## config.mk

```make
export PLATFORM = sky130hd
export DESIGN_NAME = aud_clk_gen
export DESIGN_NICKNAME = d
export VERILOG_FILES = /design/src/rtl/aud_clkdiv_pkg.sv /design/src/rtl/aud_ratio_div.sv /design/src/rtl/aud_frame_gen.sv /design/src/rtl/aud_clk_gen.sv
export SDC_FILE = /design/constraint.sdc
export NUM_CORES = 1
export LEC_CHECK = 0
export BUFFER_PORTS_ARGS = -buffer_cell sky130_fd_sc_hd__buf_2
export CORE_MARGIN = 3
export CORE_UTILIZATION = 60
export DETAILED_ROUTE_END_ITERATION = 8
export GPL_TIMING_DRIVEN = 0
export HOLD_SLACK_MARGIN = 0.05
export PLACE_DENSITY = 0.78
export SETUP_SLACK_MARGIN = 0.02
export SYNTH_ARGS = -nofsm -noshare
export SYNTH_HDL_FRONTEND = slang
export SYNTH_SLANG_ARGS = --single-unit
```

## constraint.sdc

```tcl
create_clock -name clk -period 7.2 [get_ports clk]
set_input_delay 0.36 -clock clk [delete_from_list [all_inputs] [get_ports clk]]
set_output_delay 0.36 -clock clk [all_outputs]
set_load 0.005 [all_outputs]
```

## src/rtl/aud_clkdiv_pkg.sv

```systemverilog
package aud_clkdiv_pkg;

    localparam int CODE_W  = 4;
    localparam int RATIO_W = 8;
    localparam int CHAN_N  = 2;   // 0: master clock, 1: bit clock

    typedef logic [CODE_W-1:0]  code_t;
    typedef logic [RATIO_W-1:0] ratio_t;

    // Control word: enable in the top bit, bit-clock code, master-clock code.
    typedef struct packed {
        logic  mclk_en;
        code_t bclk_code;
        code_t mclk_code;
    } div_ctl_t;

    localparam int CTL_W = $bits(div_ctl_t);

    // Non-linear code-to-ratio mapping; code 0 means idle.
    function automatic ratio_t code_to_ratio(input code_t code);
        ratio_t r;
        case (code)
            4'd1:    r = 8'd1;
            4'd2:    r = 8'd2;
            4'd3:    r = 8'd4;
            4'd4:    r = 8'd6;
            4'd5:    r = 8'd8;
            4'd6:    r = 8'd12;
            4'd7:    r = 8'd16;
            4'd8:    r = 8'd24;
            4'd9:    r = 8'd32;
            4'd10:   r = 8'd48;
            4'd11:   r = 8'd64;
            4'd12:   r = 8'd96;
            4'd13:   r = 8'd128;
            4'd14:   r = 8'd176;
            4'd15:   r = 8'd192;
            default: r = 8'd0;
        endcase
        return r;
    endfunction

endpackage

```

## src/rtl/aud_ratio_div.sv

```systemverilog
module aud_ratio_div
    import aud_clkdiv_pkg::*;
(
    input  logic   clk,
    input  logic   rst,
    input  code_t  code_i,
    output logic   div_o,
    output logic   bound_o,
    output ratio_t ratio_o
);

    ratio_t cur_q;
    ratio_t cnt_q;
    ratio_t new_ratio;
    ratio_t cnt_nx;
    logic   level_q;
    logic   at_bound;

    assign new_ratio = code_to_ratio(code_i);
    assign cnt_nx    = cnt_q + 1'b1;

    // A period ends on its last count; an idle divider is always at a boundary.
    assign at_bound = (cur_q == '0) || (cnt_q == cur_q - 1'b1);

    always_ff @(posedge clk) begin
        if (rst) begin
            cur_q   <= '0;
            cnt_q   <= '0;
            level_q <= 1'b0;
        end else if (at_bound) begin
            cur_q   <= new_ratio;
            cnt_q   <= '0;
            level_q <= (new_ratio >= ratio_t'(2));
        end else begin
            cnt_q   <= cnt_nx;
            level_q <= (cnt_nx < (cur_q >> 1));
        end
    end

    assign div_o   = level_q;
    assign bound_o = at_bound;
    assign ratio_o = cur_q;

endmodule

```

## src/rtl/aud_frame_gen.sv

```systemverilog
module aud_frame_gen #(
    parameter int HALF = 32
) (
    input  logic clk,
    input  logic rst,
    input  logic tick_i,
    output logic fclk_o
);

    localparam int W = (HALF > 1) ? $clog2(HALF) : 1;
    localparam logic [W-1:0] LAST = W'(HALF - 1);

    logic [W-1:0] cnt_q;
    logic         lvl_q;

    always_ff @(posedge clk) begin
        if (rst) begin
            cnt_q <= '0;
            lvl_q <= 1'b0;
        end else if (tick_i) begin
            if (cnt_q == LAST) begin
                cnt_q <= '0;
                lvl_q <= ~lvl_q;
            end else begin
                cnt_q <= cnt_q + 1'b1;
            end
        end
    end

    assign fclk_o = lvl_q;

endmodule

```

## src/rtl/aud_clk_gen.sv

```systemverilog
module aud_clk_gen
    import aud_clkdiv_pkg::*;
#(
    parameter int FRAME_HALF = 32
) (
    input  logic             clk,
    input  logic             rst,
    input  logic [CTL_W-1:0] div_ctl,
    output logic             mclk_o,
    output logic             bclk_o,
    output logic             fclk_o
);

    div_ctl_t ctl_s;
    code_t    code_a  [CHAN_N];
    logic     div_a   [CHAN_N];
    logic     bound_a [CHAN_N];
    ratio_t   ratio_a [CHAN_N];
    logic     pass_a  [CHAN_N];
    logic     bclk_tick;

    assign ctl_s     = div_ctl_t'(div_ctl);
    assign code_a[0] = ctl_s.mclk_code;
    assign code_a[1] = ctl_s.bclk_code;

    for (genvar g = 0; g < CHAN_N; g++) begin : g_div
        aud_ratio_div u_div (
            .clk     (clk),
            .rst     (rst),
            .code_i  (code_a[g]),
            .div_o   (div_a[g]),
            .bound_o (bound_a[g]),
            .ratio_o (ratio_a[g])
        );
        assign pass_a[g] = (ratio_a[g] == ratio_t'(1));
    end

    // One bit-clock period has completed on this edge.
    assign bclk_tick = bound_a[1] && (ratio_a[1] != '0);

    aud_frame_gen #(.HALF(FRAME_HALF)) u_frame (
        .clk    (clk),
        .rst    (rst),
        .tick_i (bclk_tick),
        .fclk_o (fclk_o)
    );

    assign mclk_o = ctl_s.mclk_en & (pass_a[0] ? clk : div_a[0]);
    assign bclk_o = pass_a[1] ? clk : div_a[1];

endmodule

```

=== Word-level counts from Yosys, hierarchy flattened ===
Memory sizes are Yosys's and may differ from the RTL's.
Cells that the tools add are included.

* Flip-flop bits (word level): 40
* Bits in read-only memories: 256
* Output and inout port bits: 3
* Memories: 2
* Word-level logic and storage cells: 40
* Input port bits: 11

* Add/subtract/negate cells: 5
* Reduce and logical (&&, ||, !) cells: 9
* Equal/unequal tests: 5
* $lt $le $gt $ge: 4
* Bitwise gates (word level): 2
* Muxes and demuxes: 5

{| class="wikitable"
|+ Memories
! name !! depth !! bits a word !! rd ports !! clocked after Yosys merged registers in !! wr ports !! line !! RTL
|-
| (no name shown) || 16 || 8 || 1 || 0 || 0 || aud_clkdiv_pkg.sv:22 || <nowiki>case (code)</nowiki>
|-
| (no name shown) || 16 || 8 || 1 || 0 || 0 || aud_clkdiv_pkg.sv:22 ||
|}

{| class="wikitable"
|+ Operators with widths
! operator !! number
|-
| 8-bit by 1-bit adder with 8-bit output (second input constant) || 2
|-
| 8-bit by 1-bit == test with 1-bit output (second input constant) || 2
|-
| 8-bit == test || 2
|-
| 8-bit by 2-bit greater-or-equal comparator with 1-bit output (second input constant) || 2
|-
| 8-bit logical NOT || 2
|-
| 8-bit by 7-bit less-than comparator with 1-bit output || 2
|-
| 8-bit by 1-bit subtractor with 8-bit output (second input constant) || 2
|-
| 8-bit nonzero test || 1
|-
| 5-bit by 1-bit adder with 5-bit output (second input constant) || 1
|-
| 5-bit == test (second input constant) || 1
|-
| 5-bit two-way mux || 1
|-
| 1-bit two-way mux || 4
|-
| 2-bit OR reduction || 2
|-
| 1-bit logical OR || 2
|-
| 2-bit AND reduction || 1
|-
| 1-bit AND || 1
|-
| 1-bit logical AND || 1
|-
| 1-bit inverter || 1
|}

=== Depth between registers and ports, before layout ===
Gate-level depths: netlist (run 1).

* Depth in word-level cells: 5
* Mapped depth: 10
* Mapped depth without buffers: 8

=== By module ===
From an unflattened synthesis (run 1), not the netlist that was laid out.

* Cells, all modules: 326
* Area, all modules: 2881.5 um^2

{| class="wikitable"
|+ Modules (own cells, without submodules)
! module !! cells an instance !! seq. area each (um^2) !! times used !! area each (um^2)
|-
| aud_ratio_div (g_div[1].u_div) || 146 || 340.3 || 1 || 1282.5
|-
| aud_ratio_div (g_div[0].u_div) || 139 || 340.3 || 1 || 1247.4
|-
| aud_frame_gen || 30 || 120.1 || 1 || 272.8
|-
| aud_clk_gen || 11 || 0.0 || 1 || 78.8
|}

==> results.sh, run 1 <==
export IMPL_arrival_ns=4.21
export IMPL_synth_warnings=0
export IMPL_finalHoldViolations=0
export IMPL_ff2ff_setup_slack_ns=4.08
export IMPL_synth_edf_count=0
export IMPL_cap_violations=0
export IMPL_gp_congestion=0.880
export IMPL_die_area_sq_um=5820
export IMPL_synth_avg_cell_area_sq_um=8.36
export IMPL_setup_viol=0
export IMPL_seqPwrFrac_pct=31.1
export IMPL_post_synth_inst_count=355
export IMPL_grt_pass1_wl_microns=11200
export IMPL_critical_path_class="clock port to primary output"
export IMPL_nFillCells=368
export IMPL_synth_main_ff_cell="dfxtp_1"
export IMPL_num_rows=24
export IMPL_grt_start_max_net_pins=13
export IMPL_portBuffers=11
export IMPL_netSwitchingFraction_pct=38.3
export IMPL_r2r_end="u_frame.fclk_o"
export IMPL_start_util_pct=65.0
export IMPL_fin_skew_ns=0.00915
export IMPL_synth_distinct_cells=56
export IMPL_synthMuxAreaShare_pct=5.57
export IMPL_clk_pin_slew_worst_paths_ns=0.07
export IMPL_cp_start_kind="clock port"
export IMPL_vias_per_cell=5.76
export IMPL_worst_pin_slew_ns=0.881
export IMPL_r2r_start="g_div[1].u_div.ratio_o[0]"
export IMPL_num_vias=2556
export IMPL_remaining_drc_errors=0
export IMPL_cp_data_required_time_ns=6.84
export IMPL_synthesis_nets=397
export IMPL_io_pins=14
export IMPL_track_usage_pct=23.6
export IMPL_critPathMaxFanout=2
export IMPL_rsz0062_at_grt="false"
export IMPL_synth_compound_area_share_pct=15.2
export IMPL_final_nets=419
export IMPL_synthSimpleGateAreaFrac_pct=24.5
export IMPL_final_cell_mix="dfxtp_1 (40), ha_1 (31), inv_1 (25), nor2_1 (25), xnor2_1 (21)"
export IMPL_drive_gt1_share_pct=9.50
export IMPL_dr_pass1_iters=4
export IMPL_ys_ff_latch=40
export IMPL_synth_xor_area_share_pct=9.74
export IMPL_hold_slack_ns=0.376
export IMPL_holdCritStartpoint="div_ctl[3]"
export IMPL_routed_wl_microns=6350
export IMPL_intPower_mw=0.590
export IMPL_final_common_cell="dfxtp_1"
export IMPL_core_area_sq_um=4560
export IMPL_p_leak_nw=1.35
export IMPL_cts_tree="yes"
export IMPL_antenna_found_initial=0
export IMPL_grt_pass1_vias=2441
export IMPL_tns_ns=0
export IMPL_peakVddDrop_mv=0.146
export IMPL_slew_headroom_pct=40.9
export IMPL_die_h_microns=76.3
export IMPL_drt_initial_drc_count=163
export IMPL_hold_buffers=0
export IMPL_synth_top_family_by_area="simple AND/OR/NAND/NOR gates"
export IMPL_post_cts_resized=0
export IMPL_postRouteAntennaNets=0
export IMPL_ys_seq_area_share_pct=27.0
export IMPL_area_growth_pct=10.8
export IMPL_hold_path_depth=3
export IMPL_powerDensity_nw_per_um2=291
export IMPL_insertion_delay_ns=0.40
export IMPL_pwr_share_comb_pct=40.4
export IMPL_synth_adder_area_share_pct=13.1
export IMPL_reg2regPathDepth=10
export IMPL_cts_setup_buffers=0
export IMPL_pwr_share_clk_pct=28.5
export IMPL_worstSetupEndpointType="primary output"
export IMPL_hpwl_microns=4800
export IMPL_ys_async_sr_fraction_pct=0
export IMPL_antennaDiodeCount=0
export IMPL_status="finished clean"
export IMPL_drv_slew=0
export IMPL_die_x_microns=76.3
export IMPL_p_sw_mw=0.366
export IMPL_min_delay_worst_endpoint="g_div[0].u_div.ratio_o[6]"
export IMPL_syn_cell_area_sq_um=2970
export IMPL_grt_overflow_total=0
export IMPL_hold_class="input port to flip-flop"
export IMPL_routedWlPerCell_microns=14.3
-- power groups by stage --
stage                     sequential [mW]  clock [mW]  combinational, mW
after floorplan                     0.289     0.00420              0.303
after global routing                0.303       0.291              0.433
after global placement              0.300     0.00728              0.371
after CTS                           0.295       0.279              0.381
after detailed placement            0.301     0.00728              0.379
final                               0.297       0.273              0.386
-- flip-flops by register name, indices dropped and copies added (netlist names) --
| name | cells |
|---|---|
| u_frame.fclk_o | 1 |
| g_div.u_div.div_o | 2 |
| u_frame.cnt_q | 5 |
| g_div.u_div.ratio_o | 16 |
| g_div.u_div.cnt_q | 16 |
-- metal layers --
layer / GRT usage (%) / part of all wire, % / up-vias
li1: - / - / 1301
met1: 33.4 / 53 / 1196
met2: 33.7 / 42 / 49
met3: 4.96 / 3.2 / 10
met4: 11.8 / 1.5 / 0
met5: 0 / 0 / -
-- worst max-delay path, stage by stage --
cell,delay (ns)
clkbuf_8,0.12
clkbuf_8,0.12
mux2_2,0.24
buf_2,0.12
-- area by class of cell --
class / instances / area [sq um] / area share [%]
Multi-Input combinational cell: 276 / 2020 / 61.4
Sequential cell: 40 / 801 / 24.4
Clock buffer: 14 / 165 / 5.02
Inverter: 25 / 93.8 / 2.85
Tap cell: 65 / 81.3 / 2.47
Buffer: 14 / 52.6 / 1.60
Timing Repair Buffer: 9 / 45.0 / 1.37
Clock inverter: 1 / 30.0 / 0.913
-- cells by family after synthesis --
kind of cell / after synthesis
xor+xnor: 33
buf+inv: 39
simple gates: 130
mux: 16
flops: 40
compound gates: 66
fa+ha+maj: 31
-- synthesized netlist by cell type, types with 2 or more instances --
| cell type | instances | area (sq um) |
|---|---|---|
| a21boi_0 | 4 | 30.0 |
| dfxtp_1 | 40 | 801 |
| o21ai_0 | 9 | 45.0 |
| nor2_1 | 25 | 93.8 |
| and2_1 | 2 | 12.5 |
| o2111ai_1 | 3 | 26.3 |
| mux2_2 | 4 | 45.0 |
| o211ai_1 | 5 | 37.5 |
| o32ai_1 | 3 | 26.3 |
| inv_1 | 25 | 93.8 |
| or2_2 | 3 | 18.8 |
| nand3_1 | 15 | 75.1 |
| o31ai_1 | 2 | 15.0 |
| nor2b_1 | 12 | 75.1 |
| a22oi_1 | 2 | 15.0 |
| a21o_1 | 2 | 15.0 |
| nor4_1 | 2 | 12.5 |
| a211oi_1 | 6 | 45.0 |
| xor2_1 | 12 | 105 |
| nand2_1 | 18 | 67.6 |
| mux2i_1 | 12 | 120 |
| xnor2_1 | 21 | 184 |
| and3_1 | 5 | 31.3 |
| nor3b_1 | 8 | 60.1 |
| nor3_1 | 11 | 55.1 |
| ha_1 | 31 | 388 |
| a21oi_1 | 16 | 80.1 |
| nand2b_1 | 12 | 75.1 |
| nor4b_1 | 2 | 17.5 |
| nand3b_1 | 3 | 22.5 |
| clkbuf_1 | 13 | 48.8 |
| o21bai_1 | 3 | 22.5 |
-- how the worst max path moves through the flow --
stage                     from     end  slack [ns]  cells after the start
after floorplan            clk  bclk_o        2.99                      1
after global placement     clk  bclk_o        2.89                      2
after detailed placement   clk  bclk_o        2.89                      2
after CTS                  clk  bclk_o        2.62                      4
after global routing       clk  bclk_o        2.60                      4
final                      clk  bclk_o        2.63                      4
-- per-stage QoR --
step / setup slack, ns / total power, mW / area (sq um) / util (%) / cells
floorplan: 2.99 / 0.596 / 2970 / - / 355
global placement: 2.89 / 0.678 / 3100 / 68.0 / 431
detailed placement: 2.89 / 0.687 / 3100 / 68.0 / 431
CTS: 2.62 / 0.955 / 3290 / 72.0 / 444
global route: 2.60 / 1.03 / 3290 / 72.0 / 444
finish: 2.63 / 0.956 / 3290 / 72.0 / 444
No activity file was read; power rests on OpenSTA's default activity.
==> run 2, diff against run 1 <==
CORE_UTILIZATION = 56   (was 60)
PLACE_DENSITY = 0.77   (was 0.78)
clock period = 3.7 ns   (was 7.2 ns; I/O delays follow)
==> results.sh, run 2 (same netlist as run 1, synthesis figures left out) <==
export IMPL_cap_violations=0
export IMPL_fmax_mhz=328
export IMPL_cp_start_kind="flip-flop"
export IMPL_insertion_delay_ns=0.40
export IMPL_setup_viol=0
export IMPL_fin_skew_ns=0.00793
export IMPL_reg2regPathDepth=10
export IMPL_start_util_pct=60.4
export IMPL_r2r_end="u_frame.fclk_o"
export IMPL_worst_pin_slew_ns=0.845
export IMPL_num_vias=2548
export IMPL_antennaDiodeCount=0
export IMPL_post_cts_resized=0
export IMPL_hold_path_depth=3
export IMPL_tns_ns=0
export IMPL_grt_pass1_wl_microns=10900
export IMPL_arrival_ns=3.34
export IMPL_placed_cells=433
export IMPL_core_area_sq_um=4910
export IMPL_grt_pass1_vias=2508
export IMPL_antenna_found_initial=0
export IMPL_vias_per_cell=5.73
export IMPL_period_share_pct=82.4
export IMPL_final_common_cell="dfxtp_1"
export IMPL_hpwl_microns=4680
export IMPL_num_rows=25
export IMPL_worstSetupEndpointType="flip-flop"
export IMPL_postRouteAntennaNets=0
export IMPL_ff2ff_setup_slack_ns=0.65
export IMPL_die_area_sq_um=6210
export IMPL_rsz0062_at_grt="false"
export IMPL_critical_path_class="flip-flop to flip-flop"
export IMPL_dr_pass1_iters=4
export IMPL_clk_pin_slew_worst_paths_ns=0.08
export IMPL_final_nets=419
export IMPL_grt_overflow_total=0
export IMPL_area_growth_pct=9.28
export IMPL_drive_gt1_share_pct=8.99
export IMPL_cts_tree="yes"
export IMPL_stdcell_count=445
export IMPL_routedWlPerCell_microns=14.2
export IMPL_finalHoldViolations=0
export IMPL_slew_headroom_pct=43.4
export IMPL_peakVddDrop_mv=0.330
export IMPL_min_period_ns=3.05
export IMPL_status="finished clean"
export IMPL_routed_wl_microns=6320
export IMPL_gp_congestion=0.816
export IMPL_hold_class="input port to flip-flop"
export IMPL_portBuffers=11
export IMPL_drv_slew=0
export IMPL_track_usage_pct=22.3
export IMPL_cp_data_required_time_ns=3.99
export IMPL_drt_initial_drc_count=88
export IMPL_final_cell_mix="dfxtp_1 (40), ha_1 (31), inv_1 (25), nor2_1 (25), xnor2_1 (21)"
export IMPL_die_x_microns=78.8
export IMPL_grt_start_max_net_pins=12
export IMPL_nFillCells=435
export IMPL_p_leak_nw=1.33
export IMPL_critPathMaxFanout=8
export IMPL_min_delay_worst_endpoint="g_div[0].u_div.ratio_o[6]"
export IMPL_die_h_microns=78.8
export IMPL_io_pins=14
export IMPL_hold_buffers=0
export IMPL_remaining_drc_errors=0
export IMPL_holdCritStartpoint="div_ctl[3]"
export IMPL_cts_setup_buffers=0
export IMPL_powerDensity_nw_per_um2=536
export IMPL_r2r_start="g_div[1].u_div.ratio_o[0]"
[run 2: metal layers]
layer  vias to the layer above  GRT usage, %  wire length [microns]
li1                       1292             -                      -
met1                      1174          25.1                   2840
met2                        64          37.9                   3030
met3                        18          5.90                    251
met4                         0          12.9                    194
met5                         -             0                      0
[run 2: where the power goes]
group / switching (mW) / total [mW] / internal [mW]
clock: 0.183 / 0.418 / 0.235
combinational: 0.432 / 0.743 / 0.311
sequential: 0.0838 / 0.577 / 0.493
[run 2: worst max-delay path, stage by stage, from the launching register on]
cell      delay [ns]
dfxtp_1         0.33
clkbuf_1        0.32
inv_1           0.13
ha_1            0.21
clkbuf_1        0.22
o21bai_1        0.22
a211oi_1        0.24
o21ai_0         0.17
a211oi_1        0.72
a21oi_1         0.15
a31o_2          0.24
[run 2: final cells by class]
cell class	count	area [sq um]	area share, %
Tap cell	67	83.8	2.59
Timing Repair Buffer	9	45.0	1.39
Clock inverter	1	5.00	0.154
Buffer	14	52.6	1.62
Multi-Input combinational cell	276	2020	62.3
Sequential cell	40	801	24.7
Clock buffer	13	141	4.36
Inverter	25	93.8	2.89
[run 2: worst max-delay path by stage]
| stage | start | to | slack, ns | cells after the start |
|---|---|---|---|---|
| 2_1_floorplan | g_div[1].u_div.ratio_o[0] | u_frame.fclk_o | 1.13 | 10 |
| 3_3_place_gp | g_div[1].u_div.ratio_o[0] | u_frame.fclk_o | 0.77 | 10 |
| 3_5_place_dp | g_div[1].u_div.ratio_o[0] | u_frame.fclk_o | 0.63 | 10 |
| 4_1_cts | g_div[1].u_div.ratio_o[0] | u_frame.fclk_o | 0.65 | 10 |
| 5_1_grt | g_div[1].u_div.ratio_o[0] | u_frame.fclk_o | 0.37 | 10 |
| 6_report | g_div[1].u_div.ratio_o[0] | u_frame.fclk_o | 0.65 | 10 |
[run 2: through the flow]
step / cell area (sq um) / total power, mW / hold slack (ns) / worst slack [ns] / utilization (%)
2_1_floorplan: 2970 / 1.16 / 0.314 / 1.13 / -
3_3_place_gp: 3110 / 1.31 / 0.391 / 0.767 / 63.2
3_5_place_dp: 3110 / 1.33 / 0.391 / 0.635 / 63.2
4_1_cts: 3240 / 1.75 / 0.188 / 0.652 / 66.0
5_1_grt: 3240 / 1.88 / 0.216 / 0.366 / 66.0
6_report: 3240 / 1.74 / 0.198 / 0.651 / 66.0
